File: src/rtl/cwx_pkg.sv
package cwx_pkg;

  localparam logic [1:0] SUP_DEVICE = 2'b10;

  typedef enum logic [3:0] {
    OP_IDLE   = 4'b0000,
    OP_ST_ALL = 4'b0100,
    OP_ST_NZ  = 4'b0110,
    OP_ST_WIN = 4'b0101,
    OP_LD_ALL = 4'b1100,
    OP_LD_NZ  = 4'b1110,
    OP_LD_WIN = 4'b1101
  } op_e;

  typedef struct packed {
    logic do_store;
    logic do_load;
    logic need_nz;
    logic need_out;
  } op_dec_t;

endpackage

File: src/rtl/cwx_decode.sv
module cwx_decode
  import cwx_pkg::*;
(
  input  logic [3:0] opcode,
  output op_dec_t    dec
);
  always_comb begin
    dec = '0;
    case (opcode)
      OP_ST_ALL: dec.do_store = 1'b1;
      OP_ST_NZ:  begin dec.do_store = 1'b1; dec.need_nz  = 1'b1; end
      OP_ST_WIN: begin dec.do_store = 1'b1; dec.need_out = 1'b1; end
      OP_LD_ALL: dec.do_load = 1'b1;
      OP_LD_NZ:  begin dec.do_load = 1'b1; dec.need_nz  = 1'b1; end
      OP_LD_WIN: begin dec.do_load = 1'b1; dec.need_out = 1'b1; end
      default:   dec = '0;
    endcase
  end
endmodule

File: src/rtl/cwx_qual.sv
module cwx_qual #(
  parameter int DATA_W = 32,
  parameter int LIM_W  = 13
) (
  input  logic [DATA_W-1:0] din,
  input  logic [LIM_W-1:0]  lim_lo,
  input  logic [LIM_W-1:0]  lim_hi,
  output logic              is_nz,
  output logic              is_outside
);
  logic [DATA_W-1:0] lo_ext, hi_ext;

  always_comb begin
    lo_ext     = DATA_W'(lim_lo);
    hi_ext     = DATA_W'(lim_hi);
    is_nz      = |din;
    is_outside = (din < lo_ext) || (din > hi_ext);
  end
endmodule

File: src/rtl/chan_word_xfer.sv
module chan_word_xfer
  import cwx_pkg::*;
#(
  parameter int DATA_W = 32,
  parameter int OPND_W = 26
) (
  input  logic              clk,
  input  logic              rst_n,
  input  logic              cfg_we,
  input  logic [OPND_W+5:0] cfg_ctrl,
  input  logic [DATA_W-1:0] cfg_data,
  input  logic              dev_valid,
  input  logic [DATA_W-1:0] dev_word,
  output logic              not_ready,
  output logic              out_valid,
  output logic [DATA_W-1:0] out_word,
  output logic              event_o,
  output logic [DATA_W-1:0] rec_data
);
  localparam int CTRL_W = OPND_W + 6;
  localparam int LIM_W  = OPND_W / 2;

  logic [CTRL_W-1:0] ctrl_q, ctrl_d;
  logic [DATA_W-1:0] data_q, data_d;
  logic              ov_q, ov_d, ev_q, ev_d;
  logic [DATA_W-1:0] ow_q, ow_d;

  logic [1:0]        sup;
  logic [3:0]        opcode;
  logic [OPND_W-1:0] operand;
  op_dec_t           dec;
  logic              is_nz, is_outside, qual_ok, run, st_fire, ld_fire;

  assign sup     = ctrl_q[CTRL_W-1 -: 2];
  assign opcode  = ctrl_q[CTRL_W-3 -: 4];
  assign operand = ctrl_q[OPND_W-1:0];

  cwx_decode u_dec (
    .opcode (opcode),
    .dec    (dec)
  );

  cwx_qual #(.DATA_W(DATA_W), .LIM_W(LIM_W)) u_qual (
    .din        (dev_word),
    .lim_lo     (operand[2*LIM_W-1 -: LIM_W]),
    .lim_hi     (operand[LIM_W-1:0]),
    .is_nz      (is_nz),
    .is_outside (is_outside)
  );

  always_comb begin
    run     = dev_valid && !cfg_we && (sup == SUP_DEVICE);
    qual_ok = (!dec.need_nz || is_nz) && (!dec.need_out || is_outside);
    st_fire = run && dec.do_store && qual_ok;
    ld_fire = run && dec.do_load && qual_ok;

    ctrl_d = ctrl_q;
    data_d = data_q;
    if (cfg_we) begin
      ctrl_d = cfg_ctrl;
      data_d = cfg_data;
    end else if (st_fire) begin
      data_d = dev_word;
    end

    ov_d = ld_fire;
    ow_d = ld_fire ? data_q : '0;
    ev_d = (st_fire || ld_fire) && (dec.need_nz || dec.need_out);
  end

  always_ff @(posedge clk or negedge rst_n) begin
    if (!rst_n) begin
      ctrl_q <= '0;
      data_q <= '0;
      ov_q   <= 1'b0;
      ow_q   <= '0;
      ev_q   <= 1'b0;
    end else begin
      ctrl_q <= ctrl_d;
      data_q <= data_d;
      ov_q   <= ov_d;
      ow_q   <= ow_d;
      ev_q   <= ev_d;
    end
  end

  assign not_ready = (sup != SUP_DEVICE);
  assign out_valid = ov_q;
  assign out_word  = ow_q;
  assign event_o   = ev_q;
  assign rec_data  = data_q;


  hold_when_not_ready_chk: assert property (@(posedge clk) disable iff (!rst_n)
    (dev_valid && not_ready && !cfg_we) |=> (!out_valid && !event_o && $stable(rec_data)));


  idle_out_zero_chk: assert property (@(posedge clk) disable iff (!rst_n)
    !out_valid |-> (out_word == '0));


  event_after_input_chk: assert property (@(posedge clk) disable iff (!rst_n)
    event_o |-> $past(dev_valid && !cfg_we && !not_ready));


  store_all_chk: assert property (@(posedge clk) disable iff (!rst_n)
    (dev_valid && !cfg_we && !not_ready && opcode == OP_ST_ALL)
      |=> (rec_data == $past(dev_word) && !event_o && !out_valid));


  load_all_chk: assert property (@(posedge clk) disable iff (!rst_n)
    (dev_valid && !cfg_we && !not_ready && opcode == OP_LD_ALL)
      |=> (out_valid && out_word == $past(rec_data) && !event_o));


  idle_op_chk: assert property (@(posedge clk) disable iff (!rst_n)
    (dev_valid && !cfg_we && !not_ready && opcode == OP_IDLE)
      |=> ($stable(rec_data) && !out_valid && !event_o));


  cfg_write_chk: assert property (@(posedge clk) disable iff (!rst_n)
    cfg_we |=> (rec_data == $past(cfg_data) && !out_valid && !event_o));
endmodule

File: config.mk
export PLATFORM = sky130hd
export DESIGN_NAME = chan_word_xfer
export DESIGN_NICKNAME = d
export VERILOG_FILES = /design/src/rtl/cwx_pkg.sv /design/src/rtl/cwx_decode.sv /design/src/rtl/cwx_qual.sv /design/src/rtl/chan_word_xfer.sv
export SDC_FILE = /design/constraint.sdc
export NUM_CORES = 1
export LEC_CHECK = 0
export BUFFER_PORTS_ARGS = -buffer_cell sky130_fd_sc_hd__buf_2
export CORE_ASPECT_RATIO = 0.7
export CORE_MARGIN = 2
export CORE_UTILIZATION = 50
export DETAILED_ROUTE_END_ITERATION = 16
export GPL_ROUTABILITY_DRIVEN = 0
export MAX_ROUTING_LAYER = met4
export PLACE_DENSITY = 0.8
export SLEW_MARGIN = 20
export SYNTH_ARGS = -nofsm -noshare
export SYNTH_HDL_FRONTEND = slang
export SYNTH_SLANG_ARGS = --single-unit
File: constraint.sdc
create_clock -name clk -period 2.8 [get_ports clk]
set_clock_uncertainty 0.15 [all_clocks]
set_input_delay 0.28 -clock clk [delete_from_list [all_inputs] [get_ports clk]]
set_output_delay 0.28 -clock clk [all_outputs]
set_load 0.005 [all_outputs]
Word level (Yosys, flattened, before mapping):

Index checks and enable logic that the tools add are counted.

* order comparisons: 2
* mux-type cells: 7
* equality and inequality tests: 8
* reduce and logical (&&, ||, !) cells: 22

Operator list (number)
* two-way mux 32 bit: 3
* greater-than comparator 32 x 13 -> 1 bit: 1
* less-than comparator 32 x 13 -> 1 bit: 1
* OR reduction 32 bit: 1
* equality test 4 x 3 -> 1 bit (second input constant): 3
* equality test 4 bit (second input constant): 3
* logical AND 1 bit: 8
* OR reduction 3 bit: 2
* logical OR 1 bit: 5
* two-way mux 1 bit: 4
* OR reduction 2 bit: 2
* zero test 1 bit: 3
* equality test 2 bit (second input constant): 1
* inequality test 2 bit (second input constant): 1
* nonzero test 2 bit: 1

* bits of input ports: 100
* word-level logic and storage cells: 44
* output and inout port bits: 67
* flip-flop bits (word level): 98

Depth between registers and ports, before layout:

Gate-level depths: netlist (run 1).

* depth in word-level cells: 9
* depth in mapped cells: 11
* gate-level depth less buffers: 9

Cells and area by module:

From an unflattened synthesis (run 1), not the netlist that was laid out.

* cells, all modules: 359
* area, all modules: 4782.1 um^2

Modules (own cells, without submodules)
* chan_word_xfer: area each 4007.6 um^2, seq. area each 2452.4 um^2, times used 1, cells an instance 250
* cwx_qual: area each 729.4 um^2, seq. area each 0.0 um^2, times used 1, cells an instance 102
* cwx_decode: area each 45.0 um^2, seq. area each 0.0 um^2, times used 1, cells an instance 7

Worst setup path before layout (run 1):

Ideal clock, no wire load.

* path kind: register to register
* start point: register ctrl_q[12]
* end point: register ow_q[22] (netlist: out_word[22])
* buffers on the path: 2
* period minus slack after synthesis: 2.289 ns
* slack: 0.511 ns
* stages on the path, launching flop included: 12
* library setup time: 0.066 ns
* required time: 2.584 ns
* arrival: 2.074 ns
* cells stage by stage: dfrtp_1 > inv_1 > ha_1 > and3_1 > nand4_1 > o2111ai_1 > o21ai_1 > and3_1 > buf_6 > nor4_4 > buf_6 > and2_1

* longest elaborated chain between the ends: 6

Ends and longest elaborated chain
* start: declaration: line chan_word_xfer.sv:23 `logic [CTRL_W-1:0] ctrl_q, ctrl_d;`
* start signal: assignment: line chan_word_xfer.sv:79 `ctrl_q <= ctrl_d;`
* greater-than comparator 32 x 13 -> 1 bit: line cwx_qual.sv:17 `is_outside = (din < lo_ext) || (din > hi_ext);`
* logical OR 1 bit: line cwx_qual.sv:17
* logical OR 1 bit: line chan_word_xfer.sv:53 `qual_ok = (!dec.need_nz || is_nz) && (!dec.need_out || is_outside);`
* logical AND 1 bit: line chan_word_xfer.sv:53
* logical AND 1 bit: line chan_word_xfer.sv:55 `ld_fire = run && dec.do_load && qual_ok;`
* named net ld_fire: line chan_word_xfer.sv:32 `logic is_nz, is_outside, qual_ok, run, st_fire, ld_fire;`
* two-way mux 32 bit: line chan_word_xfer.sv:67 `ow_d = ld_fire ? data_q : '0;`
* named net ow_d[22]: line chan_word_xfer.sv:26 `logic [DATA_W-1:0] ow_q, ow_d;`
* end signal: assignment: line chan_word_xfer.sv:82 `ow_q <= ow_d;`
* end: declaration: line chan_word_xfer.sv:26

The timed path passes the listed nets, and every way through them passes these cells.
A chain may end at the register's enable or synchronous reset.

Worst setup path after layout (run 1):

* start point: register ctrl_q[11]
* end point: register data_q[1] (netlist: rec_data[1])

* longest elaborated chain between the ends: 6

Ends and longest elaborated chain
* greater-than comparator 32 x 13 -> 1 bit: line cwx_qual.sv:17
* logical OR 1 bit: line cwx_qual.sv:17
* logical OR 1 bit: line chan_word_xfer.sv:53
* logical AND 1 bit: line chan_word_xfer.sv:53
* logical AND 1 bit: line chan_word_xfer.sv:54 `st_fire = run && dec.do_store && qual_ok;`
* nonzero test 2 bit (no line)
* end signal: assignment: line chan_word_xfer.sv:80 `data_q <= data_d;`
* end: declaration: line chan_word_xfer.sv:24 `logic [DATA_W-1:0] data_q, data_d;`

No other way between the ends.

==> reports/qor.txt, run 1 <==
Run status = finished, final reports clean
Share of Yosys cell area claimed by the top area cell type = 0.540
Cells after Synth = 433
Worst Path Max Fanout = 13
Proportion of layout cells with a drive suffix above 1 = 0.331
Number of violations of the max-capacitance limit = 0
Static Leakage = 3.00 nW
Number of global-route vias before repair = 3,901
Setup WS pre-CTS = 0.208 ns
Origin of the critical flop-to-flop path = ctrl_q[11]
Most used flip-flop cell after synthesis = sky130_fd_sc_hd__dfrtp_1
Count of buffers inserted at the top-level ports = 166
Fin. Hold Viols = 0
Cell at the root of the clock tree = sky130_fd_sc_hd__clkbuf_16
Required time at the endpoint of the critical path = 2.87 ns
Synthesized netlist net count = 558
Post-detailed-route via-to-cell ratio = 5.40
Slew @ Worst Pin = 1.05 ns
Fin Setup TNS = 0 ns
Post-Layout Cell Count = 734
Portion of netlist area occupied by mux cells = 0.0174
Row count = 29
DIE WIDTH = 118 µm
Top post-synthesis cells by count = sky130_fd_sc_hd__dfrtp_1 (98), sky130_fd_sc_hd__o21ai_0 (37), sky130_fd_sc_hd__nand2_1 (33)
Post-route ant nets = 0
Kind of launch point of the worst setup path = flip-flop
Final worst-path cycle share = 0.932
Number of CTS-inserted buffers = 9
Post-layout net count = 730
Worst-path clk slew = 0.07 ns
Clock tree from TritonCTS = done
Netlist cell types = 38
Average footprint of a synthesized cell = 10.5 µm²
Startpoint of the most critical hold path = cfg_ctrl[4]
Worst setup EP type = flip-flop
Max Freq = 0.383 GHz
Final Slew Violations = 0
Areal power density over the cells = 552 nW/µm²
CTS resizes = 0
Core Footprint = 8930 µm²
Number of sinks driven by the clock tree = 98
Chip height = 83.7 µm
Yosys Warn Count = 0
Post-detailed-route wirelength per cell = 16.5 µm
Fraction of the mapped netlist area in adder cells = 0.0689
Setup slack of the critical path after layout = 0.189 ns
Most area-consuming cells after synthesis = sky130_fd_sc_hd__dfrtp_1 (54%), sky130_fd_sc_hd__ha_1 (6.9%), sky130_fd_sc_hd__a2bb2oi_1 (5.4%), sky130_fd_sc_hd__and2_1 (4.4%), sky130_fd_sc_hd__o21ai_0 (4.1%)
HPWL after DPL = 9190 µm
Setup repair after global routing missed its margin = no
Setup Crit Path Kind = reg2reg
Initial cell density of the core = 0.509
Most instantiated library cell after synthesis = sky130_fd_sc_hd__dfrtp_1
Period minus WS final = 2.61 ns
Summed instance area of the synthesized netlist = 4540 µm²
Ports = 167
Data arrival time of the critical path = 2.68 ns
Number of placed instances, taps included = 706
Largest net degree at the start of global routing = 86
# hold bufs at CTS = 12
Worst skew pair latency = 0.35 ns
Type of the worst min-delay path = in2reg
Clock buffer depth = 2
H-tree levels = 3
Post-synth EDFFs = 0
Worst ir drop on vdd = 0.285 mV
Vias = 3,965
Wirelength, routed = 12,100 µm
Antenna violations before repair = 0
Global-route wire length before repair = 19,400 µm
Final setup violation count = 0
Number of antenna repair diodes = 0
Simple-gate share of the synthesized area = 0.130
Combinational family with the most area after synthesis = compound AO/OA/AOI/OAI gates
Register area share after synthesis = 0.540
Register bit total from synthesis = 98
Overall overflow remaining after global route = 0
Yosys top cell by area = sky130_fd_sc_hd__dfrtp_1
Share of the synthesized area in compound gates (AO/OA/AOI/OAI) = 0.187
Number of remaining DRC errors = 0
Synth Area in XOR/XNOR = 0.00193
Post-CTS setup-driven buffer insertion count = 0
Layout overhead on the synthesized area = 29.7%
Floorplan die area = 9870 µm²
Drt pass-1 iters = 6
Worst Setup SP = ctrl_q[11]
Relative slew margins = 0.298
Total track usage = 0.259
Violation count after the first detailed-route iteration = 292
Fraction of registers with async set/reset = 1.00
[worst paths after layout]
check,to,slack (ns),cells past startpoint
setup / recovery,rec_data[1],0.19,9
hold / removal,ctrl_q[4],0.003,3
setup reg to reg,rec_data[1],0.19,9
min in group asynchronous,out_word[20],0.35,2
hold reg to reg,out_word[24],0.35,1
max in group asynchronous,ctrl_q[23],1.51,3
[placed cells by master, fill, tap and decap left out, drive strengths merged, types with 2 or more instances in the layout]
cell type	instances
a31oi	13
nor2b	2
and2	32
buf	176
nor4	10
nand3	7
a21o	2
mux2	7
and3	2
clkbuf	9
a211oi	2
nand2	33
dlygate4sd3	12
nand4	4
ha	25
nor2	9
nand2b	2
inv	33
dfrtp	98
a21oi	26
o21ai	62
nor3	2
a2bb2oi	28
o2111ai	2
clkinvlp	2
[sequential cells by signal, summed over array words and instances, names as in the netlist]
register and count:
rec_data 32, out_word 32, event_o 1, ctrl_q 32
out_valid 1
[stage by stage]
stage                      util  hold WS, ns  cell area [µm²]  total power [mW]
after floorplan               -       -0.166             4540              1.80
after global placement    0.614        0.190             5480              2.02
after detailed placement  0.614        0.195             5480              2.05
after CTS                 0.660     0.000475             5890              3.27
after global routing      0.660       0.0140             5890              3.39
final                     0.660      0.00258             5890              3.25
[cell families (layout without fill, tap and decap cells)]
kind of cell,Yosys count,after routing
AO/OA/AOI/OAI,139,139
AND/OR/NAND/NOR,107,107
XOR/XNOR,1,1
adder cells (fa/ha/maj),25,25
multiplexers,7,7
flip-flops,98,98
buffers and inverters,56,233
[worst max-delay path: stages (launching register included)]
cell                        delay, ns
sky130_fd_sc_hd__dfrtp_1         0.33
sky130_fd_sc_hd__inv_1           0.07
sky130_fd_sc_hd__ha_1            0.30
sky130_fd_sc_hd__and3_1          0.16
sky130_fd_sc_hd__nand4_1         0.14
sky130_fd_sc_hd__or3_1           0.38
sky130_fd_sc_hd__o21ai_1         0.11
sky130_fd_sc_hd__nand3_1         0.40
sky130_fd_sc_hd__a31oi_1         0.35
sky130_fd_sc_hd__a2bb2oi_1       0.09
[power by group]
group	switching [mW]	internal [mW]	leakage (nW)	total, mW
Clock	0.580	0.631	0.140	1.21
Combinational	0.255	0.226	1.65	0.481
Sequential	0.0538	1.50	1.22	1.56
Total	0.888	2.36	3.00	3.25
[cell type report]
type	count	area, µm²
multi-input combinational	279	1840
inverter	29	109
timing repair buffer	188	1040
tap	124	155
fill	730	3040
clock inverter	7	68.8
clock buffer	9	225
sequential	98	2450
[metal layers]
metal | global-route usage | vias up | routed length, µm
li1 | - | 1871 | -
met1 | 0.346 | 1915 | 5430
met2 | 0.408 | 165 | 5750
met3 | 0.0560 | 14 | 811
met4 | 0.0679 | 0 | 157
met5 | - | - | 0
(Power assumes the default switching activity.)
==> run 2: changes to the inputs <==
Settings changed: CORE_UTILIZATION 50 to 45, PLACE_DENSITY 0.8 to 0.76.
Clock period 2.8 ns to 2.3 ns, I/O delays scaled along.
==> run 2 against run 1 <==
The run now ends with negative setup slack left; maximum frequency grew 7.6%; hold slack hardly changed; critical path depth increased by 3; non-clock buffer count up 78; first-iteration DRC count down 0.68%; largest power group unchanged; highest routed layer unchanged.
==> reports/qor.txt, run 2 (synthesized netlist as in run 1, its figures left out) <==
HPWL after DPL = 9490 µm (+3.3%)
Final worst-path cycle share = 1.05 (+0.122)
Violated checks = negative setup slack
Reg area = 2450 µm² (unchanged)
Worst-path cell chain = inv_2 -> ha_4 -> and3_4 -> buf_4 -> a22oi_2 -> o2111ai_1 -> o21ai_2 -> and3_4 -> buf_8 -> buf_16 -> o21ai_2 -> a31oi_1
Required time at the endpoint of the critical path = 2.39 ns (-0.48 ns)
Relative slew margins = 0.264 (-0.0345)
Post-route ant nets = 0 (unchanged)
Worst path max stage delay = 0.37 ns (-0.03 ns)
Final setup violation count = 62 (+62)
Violation count after the first detailed-route iteration = 290 (-0.68%)
Worst Path Max Fanout = 6 (-7)
Most common cell after layout, fill and taps aside = sky130_fd_sc_hd__buf_2
Number of antenna repair diodes = 0 (unchanged)
Post-layout net count = 808 (+11%)
Proportion of layout cells with a drive suffix above 1 = 0.390 (+0.0584)
Clock buffer depth = 2 (unchanged)
Worst ir drop on vdd = 0.414 mV (+45%)
Global-route wire length before repair = 21,500 µm (+11%)
Post-layout total power = 4.12 mW (+27%)
Path depth of the worst reg2reg path = 12 (+3)
Clock tree from TritonCTS = done
DIE WIDTH = 124 µm (+5.2%)
Floorplan die area = 10,900 µm² (+11%)
Static Leakage = 3.42 nW (+14%)
Post-detailed-route wirelength per cell = 17.8 µm (+7.4%)
Total track usage = 0.270 (+0.0109)
Initial cell density of the core = 0.465 (-0.0434)
Worst setup EP type = flip-flop
Worst skew pair latency = 0.35 ns (about the same)
Post-layout util = 0.710 (+0.0502)
Number of violations of the max-capacitance limit = 0 (unchanged)
Row count = 30 (+3.4%)
Largest net degree at the start of global routing = 86 (unchanged)
Commonest non-fill, non-tap cells in the layout = sky130_fd_sc_hd__buf_2 (165), sky130_fd_sc_hd__dfrtp_1 (98), sky130_fd_sc_hd__dlygate4sd3_1 (61)
Area of the multi-input gates = 2020 µm² (+10%)
Fin. Hold Viols = 0 (unchanged)
Number of global-route vias before repair = 4,300 (+10%)
Slew @ Worst Pin = 1.10 ns (+0.0514 ns)
Chip height = 88.1 µm (+5.2%)
Areal power density over the cells = 595 nW/µm² (+7.8%)
Antenna violations before repair = 0 (unchanged)
Data arrival time of the critical path = 2.52 ns (-0.16 ns)
Wirelength, routed = 14,500 µm (+19%)
Minimum hold slack = 0.00248 ns (-0.000102 ns)
Number of remaining DRC errors = 0 (unchanged)
Ports = 167 (unchanged)
Largest delay contributor family on the critical path = compound AO/OA/AOI/OAI gates
Overall overflow remaining after global route = 0 (unchanged)
Final Slew Violations = 0 (unchanged)
Layout overhead on the synthesized area = 52.6%
Number of placed instances, taps included = 725 (+2.7%)
Count of buffers inserted at the top-level ports = 166 (unchanged)
Setup slack of the critical path after layout = -0.125 ns (-0.315 ns)
Period minus WS final = 2.43 ns (-0.185 ns)
Core Footprint = 9760 µm² (+9.3%)
Worst-path clk slew = 0.07 ns (about the same)
Max Freq = 0.412 GHz (+7.6%)
Run status = complete, but fails checks
Kind of launch point of the worst setup path = flip-flop
# fillers = 699 (-4.2%)
Drt pass-1 iters = 6 (unchanged)
Origin of the critical flop-to-flop path = ctrl_q[12]
Number of CTS-inserted buffers = 9 (unchanged)
R2R Setup Slk = -0.13 ns (-0.31 ns)
Terminus of the critical flop-to-flop path = rec_data[4]
Depth of the worst hold-timing path = 3 (unchanged)
Post-detailed-route via-to-cell ratio = 5.31 (-1.6%)
Setup Crit Path Kind = reg2reg
Critical-path cell with the highest stage delay = sky130_fd_sc_hd__dfrtp_1
Crit path buf inv count = 4 (+3)
Number of sinks driven by the clock tree = 98 (unchanged)
Endpoint of the worst hold path = rec_data[2]
Vias = 4,337 (+9.4%)
Startpoint of the most critical hold path = cfg_data[2]
Cell at the root of the clock tree = sky130_fd_sc_hd__clkbuf_16
Type of the worst min-delay path = in2reg
Post-Layout Cell Count = 816 (+11%)
H-tree levels = 3 (unchanged)
Setup repair after global routing missed its margin = yes
## run 2: cell count changes in the layout (fill, tap and decap cells not counted), sizes merged
cell,previous run,this run
buf,176,202
clkbuf,9,13
clkinv,1,3
clkinvlp,2,1
dlygate4sd3,12,61
inv,33,31
## run 2: report_power, final
group	switching, mW	internal, mW
logic	0.359	0.375
clock network	0.690	0.789
registers	0.0742	1.83
## run 2: worst max-delay path by stage
stage,start,endpoint,slack [ns],cells past startpoint
CTS,ctrl_q[11],rec_data[0],-0.07,11
detailed placement,dev_word[12],out_word[21],-0.22,11
floorplan,ctrl_q[12],out_word[22],0.01,11
global route,ctrl_q[12],rec_data[14],-0.22,12
finish,ctrl_q[12],rec_data[4],-0.13,12
global placement,dev_word[12],out_word[1],-0.15,11
## run 2: routing by layer
layer	GRT usage	vias to the layer above	share of wire
li1	-	2026	-
met1	0.344	2096	0.43
met2	0.434	189	0.49
met3	0.0521	26	0.061
met4	0.0930	0	0.021
met5	-	-	0
## run 2: worst register-to-register path: stages, from the launching register on
cell and delay, ns:
sky130_fd_sc_hd__dfrtp_1 0.37, sky130_fd_sc_hd__inv_2 0.08, sky130_fd_sc_hd__ha_4 0.20, sky130_fd_sc_hd__and3_4 0.17, sky130_fd_sc_hd__buf_4 0.13, sky130_fd_sc_hd__a22oi_2 0.13, sky130_fd_sc_hd__o2111ai_1 0.16, sky130_fd_sc_hd__o21ai_2 0.18
sky130_fd_sc_hd__and3_4 0.24, sky130_fd_sc_hd__buf_8 0.15, sky130_fd_sc_hd__buf_16 0.12, sky130_fd_sc_hd__o21ai_2 0.06, sky130_fd_sc_hd__a31oi_1 0.19
## run 2: per-stage QoR
step	instance area (µm²)	setup TNS, ns	worst slack [ns]
after floorplan	4540	0	0.0107
after global placement	5610	-7.62	-0.148
final	6930	-4.38	-0.125
after detailed placement	5610	-11.44	-0.225
after global routing	6930	-10.90	-0.219
after CTS	6700	-2.11	-0.0692
## run 2: layout make-up
cell class                      count  area share
Clock buffer                       10      0.0345
Clock inverter                      6     0.00849
Inverter                           29      0.0157
Multi-Input combinational cell    279       0.292
Sequential cell                    98       0.354
Tap cell                          128      0.0231
Timing Repair Buffer              266       0.272
## run 2: timing repair
action                                 in CTS  in global routing
pin swaps                                  37                 11
gates cloned                                4                  3
hold buffers                               59                  2
gates resized for setup                    31                 32
endpoints found under the hold margin      84                  2
buffers inserted                            6                  2
setup endpoints to repair                  66                 66
==> run 3: changes to the inputs <==
Settings changed: CTS_CLUSTER_DIAMETER from default to 50, SLEW_MARGIN 20 to default.
Clock period 2.3 ns to 2.1 ns, I/O delays scaled along.
==> run 3 against run 2 <==
Critical endpoint is now rec_data[5]; first-iteration DRC count fell by 0.34%; critical path depth fell by 2; combinational power rose by 19%; the flow still finishes with violations (negative setup slack); design area rose by 2.1%; clock power rose by 6%; largest power group unchanged; highest routed layer unchanged.
==> reports/qor.txt, run 3 (synthesized netlist as in run 1, its figures left out) <==
Run status = complete, but fails checks
Violated checks = negative setup slack
Worst setup EP type = flip-flop
Row count = 30 (unchanged)
Worst ir drop on vdd = 0.394 mV (-4.9%)
H-tree levels = 3 (unchanged)
Met2 Routed Length = 7040 µm (-0.61%)
Static Leakage = 3.48 nW (+1.5%)
Required time at the endpoint of the critical path = 2.21 ns (-0.18 ns)
Layout overhead on the synthesized area = 55.9%
Floorplan die area = 10,900 µm² (unchanged)
HPWL after DPL = 9760 µm (+2.8%)
Number of violations of the max-capacitance limit = 0 (unchanged)
Finished layout cell area = 7080 µm² (+2.1%)
Drt pass-1 iters = 5 (-1)
Post-detailed-route wirelength per cell = 17.3 µm (-2.9%)
Count of buffers inserted at the top-level ports = 166 (unchanged)
Setup repair after global routing missed its margin = yes
DP Area = 5790 µm² (+3.3%)
DIE WIDTH = 124 µm (unchanged)
Type of the worst min-delay path = in2reg
Most common cell after layout, fill and taps aside = sky130_fd_sc_hd__buf_2
Vias = 4,460 (+2.8%)
Post-layout net count = 825 (+2.1%)
Met3 layer wire length in the routed design = 936 µm (+6.6%)
Final Slew Violations = 0 (unchanged)
Proportion of layout cells with a drive suffix above 1 = 0.409 (+0.0190)
Post-route ant nets = 0 (unchanged)
Path depth of the worst reg2reg path = 10 (-2)
Highest layer used for signal routing = met4
Global-route wire length before repair = 21,300 µm (-0.84%)
Antenna violations before repair = 0 (unchanged)
Violation count after the first detailed-route iteration = 289 (-0.34%)
Areal power density over the cells = 640 nW/µm² (+7.7%)
Worst Setup SP = ctrl_q[12]
Initial cell density of the core = 0.465 (unchanged)
Clock buffer depth = 2 (unchanged)
Worst skew pair latency = 0.34 ns (about the same)
Kind of launch point of the worst setup path = flip-flop
Relative slew margins = 0.642 (+0.379)
Final worst-path cycle share = 1.16 (+0.104)
Ports = 167 (unchanged)
Chip height = 88.1 µm (unchanged)
Post-detailed-route via-to-cell ratio = 5.35 (+0.74%)
Number of CTS-inserted buffers = 9 (unchanged)
Period minus WS final = 2.43 ns (+0.00662 ns)
Total track usage = 0.265 (-0.00451)
Max Freq = 0.411 GHz (-0.27%)
DRT met1 WL = 6050 µm (-3.1%)
Number of remaining DRC errors = 0 (unchanged)
Commonest non-fill, non-tap cells in the layout = sky130_fd_sc_hd__buf_2 (165), sky130_fd_sc_hd__dfrtp_1 (98), sky130_fd_sc_hd__dlygate4sd3_1 (65)
Core Footprint = 9760 µm² (unchanged)
Number of sinks driven by the clock tree = 98 (unchanged)
Overall overflow remaining after global route = 0 (unchanged)
Worst-path clk slew = 0.07 ns (about the same)
Slew @ Worst Pin = 0.537 ns (-0.561 ns)
Fin. Hold Viols = 0 (unchanged)
Data arrival time of the critical path = 2.54 ns (+0.02 ns)
Depth of the worst hold-timing path = 3 (unchanged)
Setup slack of the critical path after layout = -0.332 ns (-0.207 ns)
Cell at the root of the clock tree = sky130_fd_sc_hd__clkbuf_16
Largest net degree at the start of global routing = 46 (-47%)
Worst Path Max Fanout = 10 (+4)
Post-layout total power = 4.53 mW (+10%)
Number of antenna repair diodes = 0 (unchanged)
Number of global-route vias before repair = 4,316 (+0.37%)
Clock tree from TritonCTS = done
Origin of the critical flop-to-flop path = ctrl_q[12]
Final setup violation count = 66 (+6.5%)
Setup Crit Path Kind = reg2reg
Startpoint of the most critical hold path = dev_word[23]
Wirelength, routed = 14,400 µm (-0.88%)
[run 3: changes by cell type in the layout (fill, tap and decap cells not counted), moves of 3 or more]
cell                            previous run  this run
sky130_fd_sc_hd__o21ai_2                   4         8
sky130_fd_sc_hd__buf_6                     3         0
sky130_fd_sc_hd__buf_4                    27        47
sky130_fd_sc_hd__dlygate4sd3_1            61        65
sky130_fd_sc_hd__o21ai_4                   2         6
sky130_fd_sc_hd__nand3_2                   0         3
sky130_fd_sc_hd__a2bb2oi_1                24        16
sky130_fd_sc_hd__a2bb2oi_2                 4        12
sky130_fd_sc_hd__nand3_1                   7         4
sky130_fd_sc_hd__inv_6                     0         3
sky130_fd_sc_hd__o21ai_0                  30        27
sky130_fd_sc_hd__o21ai_1                  26        21
sky130_fd_sc_hd__and2_1                   18        32
sky130_fd_sc_hd__and2_4                   14         0
[run 3: final timing paths]
check / slack [ns] / endpoint
worst max-delay path: -0.33 / rec_data[5]
worst min-delay path: 0.01 / rec_data[23]
worst max register to register: -0.33 / rec_data[5]
worst min register to register: 0.36 / ctrl_q[30]
max in group asynchronous: 0.96 / rec_data[27]
min in group asynchronous: 0.23 / out_word[20]
[run 3: cell type report]
class	instances	area, µm²
clock buffer	9	225
clock inverter	7	58.8
fill	677	2680
inverter	29	109
multi-input combinational	279	2120
sequential	98	2450
tap	128	160
timing repair buffer	283	1950
[run 3: metal layers]
metal,track usage,vias to the layer above
li1,-,2068
met5,-,-
met4,0.0735,0
met1,0.335,2154
met3,0.0547,34
met2,0.437,204
[run 3: report_power, final]
part	switching, mW	total [mW]	internal (mW)
combinational	0.413	0.873	0.460
clock	0.747	1.57	0.824
sequential	0.0835	2.09	2.01
[run 3: repair_timing]
action / 4_1_cts / 5_1_grt
setup buffers: 1 / 2
endpoints found under the hold margin: 99 / 0
resized for setup: 24 / 41
hold buffers: 65 / 0
gates cloned: 1 / 1
pin swaps: 10 / 35
setup endpoints to repair: 66 / 66
[run 3: through the flow]
stage	utilization	setup TNS (ns)	std cells	worst slack, ns	hold slack [ns]
after CTS	0.701	-17.94	831	-0.311	0.0220
after global routing	0.725	-24.65	833	-0.424	0.0210
after global placement	0.594	-16.25	748	-0.306	0.0668
after floorplan	-	-9.60	433	-0.187	-0.236
final	0.725	-19.03	833	-0.332	0.0102
after detailed placement	0.594	-22.53	748	-0.456	0.0742
[run 3: worst max-delay path: stages (launching register included)]
cell                      delay, ns
sky130_fd_sc_hd__dfrtp_1       0.35
sky130_fd_sc_hd__inv_2         0.06
sky130_fd_sc_hd__ha_4          0.26
sky130_fd_sc_hd__and3_4        0.18
sky130_fd_sc_hd__nand4_1       0.17
sky130_fd_sc_hd__or3_1         0.37
sky130_fd_sc_hd__o21ai_2       0.08
sky130_fd_sc_hd__and3_4        0.29
sky130_fd_sc_hd__buf_12        0.15
sky130_fd_sc_hd__o21ai_1       0.08
sky130_fd_sc_hd__a31oi_1       0.21
